**src/rtl/regbank_pkg.sv**
```systemverilog
package regbank_pkg;
  localparam int ADDR_W = 5;
  localparam int GIDX_W = 3;
  localparam int ALARM_BASE = 8;

  localparam logic [ADDR_W-1:0] A_ID      = 5'd0;
  localparam logic [ADDR_W-1:0] A_REV     = 5'd1;
  localparam logic [ADDR_W-1:0] A_STAT    = 5'd2;
  localparam logic [ADDR_W-1:0] A_CTRL    = 5'd3;
  localparam logic [ADDR_W-1:0] A_PULSE   = 5'd4;
  localparam logic [ADDR_W-1:0] A_SUMMARY = 5'd5;
  localparam logic [ADDR_W-1:0] A_SUMEN   = 5'd6;

  typedef enum logic [3:0] {
    RK_NONE, RK_ID, RK_REV, RK_STAT, RK_CTRL,
    RK_SUM, RK_SUMEN, RK_ALARM, RK_ALEN
  } rdKind_e;

  typedef struct packed {
    logic              rdEn;
    rdKind_e           rdKind;
    logic              wrCtrl;
    logic              wrPulse;
    logic              wrAlarm;
    logic              wrAlarmEn;
    logic              wrSumEn;
    logic [GIDX_W-1:0] grp;
  } strobe_t;
endpackage

```
**src/rtl/regbank_decode.sv**
```systemverilog
module regbank_decode
  import regbank_pkg::*;
#(
  parameter int N_GRP = 2
) (
  input  logic [ADDR_W-1:0] addr,
  input  logic              wrEn,
  input  logic              rdEn,
  output strobe_t           stb
);
  localparam int GRP_END = ALARM_BASE + 2 * N_GRP;

  logic [ADDR_W-1:0] offset;
  logic              inGrp;

  always_comb begin
    offset = addr - ADDR_W'(ALARM_BASE);
    inGrp  = (int'(addr) >= ALARM_BASE) && (int'(addr) < GRP_END);
    stb           = '0;
    stb.rdEn      = rdEn;
    stb.rdKind    = RK_NONE;
    stb.grp       = offset[GIDX_W:1];
    case (addr)
      A_ID:      stb.rdKind = RK_ID;
      A_REV:     stb.rdKind = RK_REV;
      A_STAT:    stb.rdKind = RK_STAT;
      A_CTRL: begin
        stb.rdKind = RK_CTRL;
        stb.wrCtrl = wrEn;
      end
      A_PULSE:   stb.wrPulse = wrEn;
      A_SUMMARY: stb.rdKind = RK_SUM;
      A_SUMEN: begin
        stb.rdKind  = RK_SUMEN;
        stb.wrSumEn = wrEn;
      end
      default: begin
        if (inGrp) begin
          if (offset[0]) begin
            stb.rdKind    = RK_ALEN;
            stb.wrAlarmEn = wrEn;
          end else begin
            stb.rdKind  = RK_ALARM;
            stb.wrAlarm = wrEn;
          end
        end
      end
    endcase
  end
endmodule

```
**src/rtl/regbank_datapath.sv**
```systemverilog
module regbank_datapath
  import regbank_pkg::*;
#(
  parameter int          DW         = 8,
  parameter int          N_GRP      = 2,
  parameter logic [DW-1:0] ID_VALUE   = 8'hA7,
  parameter logic [DW-1:0] REV_VALUE  = 8'h03,
  parameter logic [DW-1:0] CTRL_RESET = 8'h5C
) (
  input  logic                clk,
  input  logic                rstN,
  input  logic                softRst,
  input  strobe_t             stb,
  input  logic [DW-1:0]       wrData,
  input  logic [DW-1:0]       statusIn,
  input  logic [N_GRP*DW-1:0] evtIn,
  output logic [DW-1:0]       rdData,
  output logic [DW-1:0]       ctrlOut,
  output logic [DW-1:0]       pulseOut,
  output logic                irqOut
);
  logic [N_GRP-1:0][DW-1:0] alarm;
  logic [N_GRP-1:0][DW-1:0] alarmEn;
  logic [N_GRP-1:0]         summary;
  logic [N_GRP-1:0]         sumEn;
  logic [DW-1:0]            selAlarm;
  logic [DW-1:0]            selAlarmEn;
  logic [DW-1:0]            rdVal;

  for (genvar g = 0; g < N_GRP; g++) begin : gGrp
    logic          hit;
    logic [DW-1:0] clrMask;
    assign hit     = (stb.grp == GIDX_W'(g));
    assign clrMask = (stb.wrAlarm && hit) ? wrData : '0;

    // event set dominates the host clear
    always_ff @(posedge clk or negedge rstN) begin
      if (!rstN) alarm[g] <= '0;
      else       alarm[g] <= (alarm[g] & ~clrMask) | evtIn[g*DW +: DW];
    end

    always_ff @(posedge clk or negedge rstN) begin
      if (!rstN)                       alarmEn[g] <= '0;
      else if (softRst)                alarmEn[g] <= '0;
      else if (stb.wrAlarmEn && hit)   alarmEn[g] <= wrData;
    end

    assign summary[g] = |(alarm[g] & alarmEn[g]);
  end

  always_ff @(posedge clk or negedge rstN) begin
    if (!rstN) begin
      ctrlOut  <= CTRL_RESET;
      sumEn    <= '0;
      pulseOut <= '0;
      irqOut   <= 1'b0;
      rdData   <= '0;
    end else begin
      if (softRst)          ctrlOut <= CTRL_RESET;
      else if (stb.wrCtrl)  ctrlOut <= wrData;
      if (softRst)          sumEn <= '0;
      else if (stb.wrSumEn) sumEn <= wrData[N_GRP-1:0];
      pulseOut <= stb.wrPulse ? wrData : '0;
      irqOut   <= |(summary & sumEn);
      rdData   <= stb.rdEn ? rdVal : '0;
    end
  end

  always_comb begin
    selAlarm   = '0;
    selAlarmEn = '0;
    for (int g = 0; g < N_GRP; g++) begin
      if (stb.grp == GIDX_W'(g)) begin
        selAlarm   = alarm[g];
        selAlarmEn = alarmEn[g];
      end
    end
  end

  always_comb begin
    case (stb.rdKind)
      RK_ID:    rdVal = ID_VALUE;
      RK_REV:   rdVal = REV_VALUE;
      RK_STAT:  rdVal = statusIn;
      RK_CTRL:  rdVal = ctrlOut;
      RK_SUM:   rdVal = DW'(summary);
      RK_SUMEN: rdVal = DW'(sumEn);
      RK_ALARM: rdVal = selAlarm;
      RK_ALEN:  rdVal = selAlarmEn;
      default:  rdVal = '0;
    endcase
  end
endmodule

```
**src/rtl/regbank_typed.sv**
```systemverilog
module regbank_typed
  import regbank_pkg::*;
#(
  parameter int            DW         = 8,
  parameter int            N_GRP      = 2,
  parameter logic [DW-1:0] ID_VALUE   = 8'hA7,
  parameter logic [DW-1:0] REV_VALUE  = 8'h03,
  parameter logic [DW-1:0] CTRL_RESET = 8'h5C
) (
  input  logic                clk,
  input  logic                rstN,
  input  logic                softRst,
  input  logic [4:0]          addr,
  input  logic                wrEn,
  input  logic                rdEn,
  input  logic [DW-1:0]       wrData,
  output logic [DW-1:0]       rdData,
  input  logic [DW-1:0]       statusIn,
  input  logic [N_GRP*DW-1:0] evtIn,
  output logic [DW-1:0]       ctrlOut,
  output logic [DW-1:0]       pulseOut,
  output logic                irqOut
);
  strobe_t stb;

  regbank_decode #(.N_GRP(N_GRP)) decode_i (
    .addr(addr), .wrEn(wrEn), .rdEn(rdEn), .stb(stb)
  );

  regbank_datapath #(
    .DW(DW), .N_GRP(N_GRP), .ID_VALUE(ID_VALUE),
    .REV_VALUE(REV_VALUE), .CTRL_RESET(CTRL_RESET)
  ) datapath_i (
    .clk(clk), .rstN(rstN), .softRst(softRst), .stb(stb),
    .wrData(wrData), .statusIn(statusIn), .evtIn(evtIn),
    .rdData(rdData), .ctrlOut(ctrlOut), .pulseOut(pulseOut), .irqOut(irqOut)
  );
endmodule

```
**config.mk**
```make
export PLATFORM = sky130hd
export DESIGN_NAME = regbank_typed
export DESIGN_NICKNAME = d
export VERILOG_FILES = /design/src/rtl/regbank_pkg.sv /design/src/rtl/regbank_decode.sv /design/src/rtl/regbank_datapath.sv /design/src/rtl/regbank_typed.sv
export SDC_FILE = /design/constraint.sdc
export NUM_CORES = 1
export LEC_CHECK = 0
export BUFFER_PORTS_ARGS = -buffer_cell sky130_fd_sc_hd__buf_2
export CORE_MARGIN = 4
export CORE_UTILIZATION = 57
export CTS_CLUSTER_SIZE = 12
export DETAILED_ROUTE_END_ITERATION = 16
export GPL_ROUTABILITY_DRIVEN = 0
export MAX_ROUTING_LAYER = met4
export PLACE_DENSITY = 0.94
export SYNTH_ARGS = -nofsm -noshare
export SYNTH_HDL_FRONTEND = slang
export SYNTH_SLANG_ARGS = --single-unit
```
**constraint.sdc**
```tcl
create_clock -name clk -period 3.1 [get_ports clk]
set_clock_uncertainty 0.15 [all_clocks]
set_input_delay 0.62 -clock clk [delete_from_list [all_inputs] [get_ports clk]]
set_output_delay 0.62 -clock clk [all_outputs]
set_load 0.02 [all_outputs]
```
# [Yosys cells after proc, flatten, opt, wreduce, memory -nomap -nowiden]
# Index checks and enable logic that the tools add are counted.
# W data, S select, Z words.
[classes] n_addsub=1 order_cmp=2 n_eq_ne=15 muxes=27 n_bitwise=9 n_reduce_logical=15
[op_table] operator="$mux W8" n=14
[op_table] operator="$pmux W8 S8" n=1
[op_table] operator="$and A8 B8 Y8" n=4
[op_table] operator="$pmux W4 S7" n=1
[op_table] operator="$eq A4 B3 Y1 const B" n=4
[op_table] operator="$not A8 Y8" n=2
[op_table] operator="$or A8 B8 Y8" n=2
[op_table] operator="$reduce_or A8 Y1" n=2
[op_table] operator="$eq A5 B3 Y1 const B" n=3
[op_table] operator="$eq A5 B2 Y1 const B" n=2
[op_table] operator="$eq A4 B2 Y1 const B" n=2
[op_table] operator="$mux W2" n=4
[op_table] operator="$mux W4" n=2
[op_table] operator="$reduce_bool A2 Y1" n=4
[op_table] operator="$reduce_or A7 Y1" n=1
[op_table] operator="$eq A5 B1 Y1 const B" n=1
[op_table] operator="$ge A5 B4 Y1 const B" n=1
[op_table] operator="$logic_and A1 B1 Y1" n=5
[op_table] operator="$logic_not A5 Y1" n=1
[op_table] operator="$lt A5 B4 Y1 const B" n=1
[op_table] operator="$mux W1" n=5
[op_table] operator="$eq A4 B1 Y1 const B" n=1
[op_table] operator="$eq A4 B4 Y1 const B" n=1
[op_table] operator="$sub A4 B4 Y4 const B" n=1
[op_table] operator="4 further kinds" n=4
[totals] regBits=59 in_bits=42 out_inout_bits=25 wordCells=78

# [Longest topological paths before layout]
[depth] ltp_word=9 mapped_depth=6

# [Cells and area by module]
# A second synthesis with hierarchy kept.
[hier_totals] hier_cells=296 area_unflattened_um2=3057.9
[modules_own_cells] module="regbank_datapath" instances=1 cells_per_inst=266 area_each_um2=2877.8
[modules_own_cells] module="regbank_decode" instances=1 cells_per_inst=30 area_each_um2=180.2

# [Least setup slack after synthesis]
# No wires, ideal clock.
[synth_timing] path_kind="input port to flip-flop" startpoint="in addr[2]" endpoint="reg datapath_i.alarm[10] in the netlist's numbering" setup_time_ns=0.118 arrival_time_ns=1.798 t_required_ns=2.832 slack_ns=1.034 stages=6 n_path_buf=2 cell_sequence="buf_4 -> or4b_1 -> buf_6 -> nor2_8 -> nand2_1 -> a21o_1"
[synth_via] elab_chain_cells=9 elab_cells_between_ends=20 cone_classes="add/sub (1); order compare (2); eq/ne (7); mux (3); bitwise (3); reduce/logical (4)"
[synth_rtl] element="start: declaration" line="regbank_typed.sv:13" source="input logic [4:0] addr,"
[synth_rtl] element="$ge A5 B4 Y1 or $lt A5 B4 Y1 (tied branches)" line="regbank_decode.sv:18" source="inGrp = (int'(addr) >= ALARM_BASE) && (int'(addr) < GRP_END);"
[synth_rtl] element="$logic_and A1 B1 Y1" line="regbank_decode.sv:18"
[synth_rtl] element="$mux W2" line="regbank_decode.sv:38" source="if (inGrp) begin"
[synth_rtl] element="$mux W2" line="regbank_decode.sv:23" source="case (addr)"
[synth_rtl] element="$logic_and A1 B1 Y1 (*)" line="regbank_datapath.sv:34" source="assign clrMask = (stb.wrAlarm && hit) ? wrData : '0;"
[synth_rtl] element="$mux W8 (*)" line="regbank_datapath.sv:34"
[synth_rtl] element="$not A8 Y8 (*)" line="regbank_datapath.sv:39" source="else alarm[g] <= (alarm[g] & ~clrMask) | evtIn[g*DW +: DW];"
[synth_rtl] element="$and A8 B8 Y8 (*)" line="regbank_datapath.sv:39"
[synth_rtl] element="$or A8 B8 Y8 (*)" line="regbank_datapath.sv:39"
[synth_rtl] element="end signal: indexed assignment" line="regbank_datapath.sv:39"
[synth_rtl] element="end: declaration" line="regbank_datapath.sv:22" source="logic [N_GRP-1:0][DW-1:0] alarm;"
# Every way passes the cells marked *; elsewhere a longest branch is shown, timed or not.
# A chain may end at the register's enable or synchronous reset.

# [Worst setup path after layout]
[layout_timing] startpoint="in addr[0]" endpoint="reg datapath_i.alarmEn[11] in the netlist's numbering"
[layout_via] elab_chain_cells=6 elab_cells_between_ends=18 cone_classes="add/sub (1); order compare (2); eq/ne (7); mux (3); reduce/logical (5)"
[layout_rtl] element="$sub A4 B4 Y4 (tied with other cells)" line="regbank_decode.sv:17" source="offset = addr - ADDR_W'(ALARM_BASE);"
[layout_rtl] element="$mux W1 or $logic_and A1 B1 Y1 (tied branches)" line="regbank_decode.sv:39, regbank_decode.sv:18"
[layout_rtl] element="$mux W2" line="regbank_decode.sv:38"
[layout_rtl] element="$mux W2" line="regbank_decode.sv:23"
[layout_rtl] element="$logic_and A1 B1 Y1 (*)" line="regbank_datapath.sv:45" source="else if (stb.wrAlarmEn && hit) alarmEn[g] <= wrData;"
[layout_rtl] element="$reduce_bool A2 Y1 (no source line) (*)"
[layout_rtl] element="end signal: indexed assignment" line="regbank_datapath.sv:45"
[layout_rtl] element="end: declaration" line="regbank_datapath.sv:23" source="logic [N_GRP-1:0][DW-1:0] alarmEn;"
# Marks and branches as above.

==> flow_summary.toml <==
[status]
status = "complete, no violations"

[routing]
viasPerCell = 6.09
wl_microns = 7250
vias = 2394
ant_nets = 0
drt_iter0_markers = 330
drc = 0
dr.pass1.iters = 6
wl_per_cell_microns = 18.4

[floorplan]
io_pins = 67
die-area_sq_um = 6200
start_util_pct = 59.6
fp.dieW_microns = 78.7
die_h_microns = 78.7
core_area_sq_um = 4790
rows = 25

[critical_path]
cp_slowest_cell = "nand4bb_1"
worstPathMaxFanout = 19
cp.required_ps = 3200
slowest_delay_ps = 550
cp.arrival_ps = 2280
cp-start-kind = "input port"
critical_path.cell_chain = "buf_2 > nand4bb_1 > nor2_2 > nand2_1 > a21oi_1"
crit_type = "in -> reg"
endpoint_kind = "flop"

[final_layout]
antenna-diode-count = 0
regArea_sq_um = 1480
syn_to_final_growth_pct = 18.6
fin_nets = 363
fillCellCount = 362
final_util_pct = 70.6
final_cells = 393
drive_gt1_share_pct = 28.8
multi_input_area_sq_um = 1270

[clock_tree]
clkLatencyLatePin_ps = 340
clk_path_buf_depth = 2
clockRootBuffer = "clkbuf_8"
cts_tree = "yes"
cts_sinks = 59
tritoncts.num_buffers = 9
post_cts_buffers = 0
path_clk_slew_ps = 70
ctsResizeCount = 0
holdBufCountCts = 0
htreeDepth = 3

[logic_synthesis]
postSynthCellCount = 258
yosys-top-cells-area = "dfrtp_1, mux2i_1, a21o_1"
yosysWarnings = 0
yosysUniqueCellTypes = 41
syn-num-nets = 300
netlist_area_sq_um = 2850
yosys_most_used_dff = "dfrtp_1"
synth-async-reset-ratio_pct = 100
ys_ff_latch = 59
ys_seq_area_share_pct = 52.0
synth_top_cell_area_share_pct = 48.3
synth-edff-count = 0
avgSynthCellArea_sq_um = 11.0
synth_area_leader_cell = "dfrtp_1"

[global_route]
grt_pass1_vias = 2371
antenna_found_initial = 0
grt_pass1_wl_microns = 11900
grt_max_degree = 60
grt_use_total_pct = 26.1
grt_overflow = 0

[timing]
max_freq_ghz = 0.457
hold_viol_final = 0
max-slew-margin-rel_pct = 61.0
whs_ps = 123
setup_tns_ps = 0
rsz0062_at_grt = "false"
timing.final.crit_share_pct = 70.6
worst_pin_slew_ps = 581
setup_viol = 0
final_max_slew_viol_count = 0
period_needed_ps = 2190

[job]
max_cap_viol_count = 0

[place]
dpl.hpwl_microns = 5090
dp.cells = 377
port_buffers = 66

[power_and_ir_drop]
power_density_nw_per_um2 = 457
peakVddDrop_uv = 354
power.total_mw = 1.55
cellLeakagePower_nw = 1.59

[min_path]
min_path_type = "in -> async"
cell type report:
cell class,count,share of cell area [%]
clock buffers,14,5.11
clock inverters,2,0.296
multi-input cells,183,37.7
flip-flops and latches,59,43.8
well taps,67,2.48
repair buffers,68,10.6
kinds of logic after synthesis:
logic type / after synthesis / synth area share (%)
flip-flops: 59 / 52.0
buffers and inverters: 16 / 3.29
AO/OA/AOI/OAI: 72 / 17.1
AND/OR/NAND/NOR: 81 / 17.0
multiplexers: 29 / 10.3
XOR/XNOR: 1 / 0.307
synthesized netlist by cell type (3+ instances only):
cell      count
nand2_1      26
buf_2         6
dfrtp_1      55
o22ai_1       5
a22oi_1       8
clkbuf_1      4
a21o_1       16
nor2b_1       7
a222oi_1      3
mux2i_1      26
and2_1        8
a211o_1       4
mux2_1        3
a221oi_1      3
nor2_1       18
a211oi_1      3
a21oi_1      15
dfstp_2       4
o21ai_0      11
nand3_1       4
buf_6         3
final timing paths:
kind	from	to	slack (ps)	depth (start not counted)
worst max-delay path	addr[0]	datapath_i.alarmEn[11]	910	5
worst min-delay path	rstN	datapath_i.alarm[6]	120	2
worst max register to register	datapath_i.alarm[6]	datapath_i.rdData[0]	1590	4
worst min register to register	datapath_i.alarm[3]	datapath_i.alarm[3]	370	1
max in group asynchronous	rstN	datapath_i.ctrlOut[4]	2380	2
min in group clk	evtIn[15]	datapath_i.alarm[15]	300	2
worst max-delay path, delay by kind of cell:
family,cells,cell delay [ps]
buffers and inverters,1,320
AND/OR/NAND/NOR,3,1160
AO/OA/AOI/OAI,1,180
per-layer routing:
metal	vias to the layer above	global-route usage, %	routed length [microns]
li1	1077	-	-
met4	0	11.4	193
met3	16	6.69	733
met2	148	39.6	3440
met5	-	-	0
met1	1153	33.3	2880
layout by cell type (no fill, tap or decap), drive strengths merged, types with 2 or more instances in the layout:
cell / Yosys / layout
a32oi: 2 / 2
a21oi: 15 / 15
clkbuf: 4 / 14
nand2: 26 / 26
o21ai: 12 / 12
a21o: 16 / 16
dfrtp: 55 / 55
a211o: 4 / 4
nand3: 4 / 4
a222oi: 3 / 3
clkinv: 0 / 2
nor4b: 2 / 2
nor2b: 7 / 7
mux2: 3 / 3
buf: 12 / 68
o22ai: 5 / 5
a22oi: 8 / 8
dfstp: 4 / 4
nand4: 2 / 2
a221oi: 3 / 3
and2: 8 / 8
nor2: 21 / 21
nand4bb: 2 / 2
mux2i: 26 / 26
a211oi: 3 / 3
report_power, final:
group | switching, mW | leakage (nW) | total, mW | internal [mW]
logic | 0.0823 | 0.764 | 0.129 | 0.0472
clock network | 0.285 | 0.0965 | 0.638 | 0.353
registers | 0.00247 | 0.726 | 0.778 | 0.775
sequential cells by signal (all words and copies together), names as in the netlist:
register / cells
datapath_i.irqOut: 1
datapath_i.sumEn: 2
datapath_i.rdData: 8
datapath_i.alarm: 16
datapath_i.alarmEn: 16
datapath_i.pulseOut: 8
datapath_i.ctrlOut: 8
stage by stage:
step                      area [sq um]  worst slack [ps]
after global routing              3380               768
final                             3380               912
after global placement            3200               685
after floorplan                   2850              1030
after CTS                         3380               967
after detailed placement          3200               671
No activity file was read; power rests on OpenSTA's default activity.
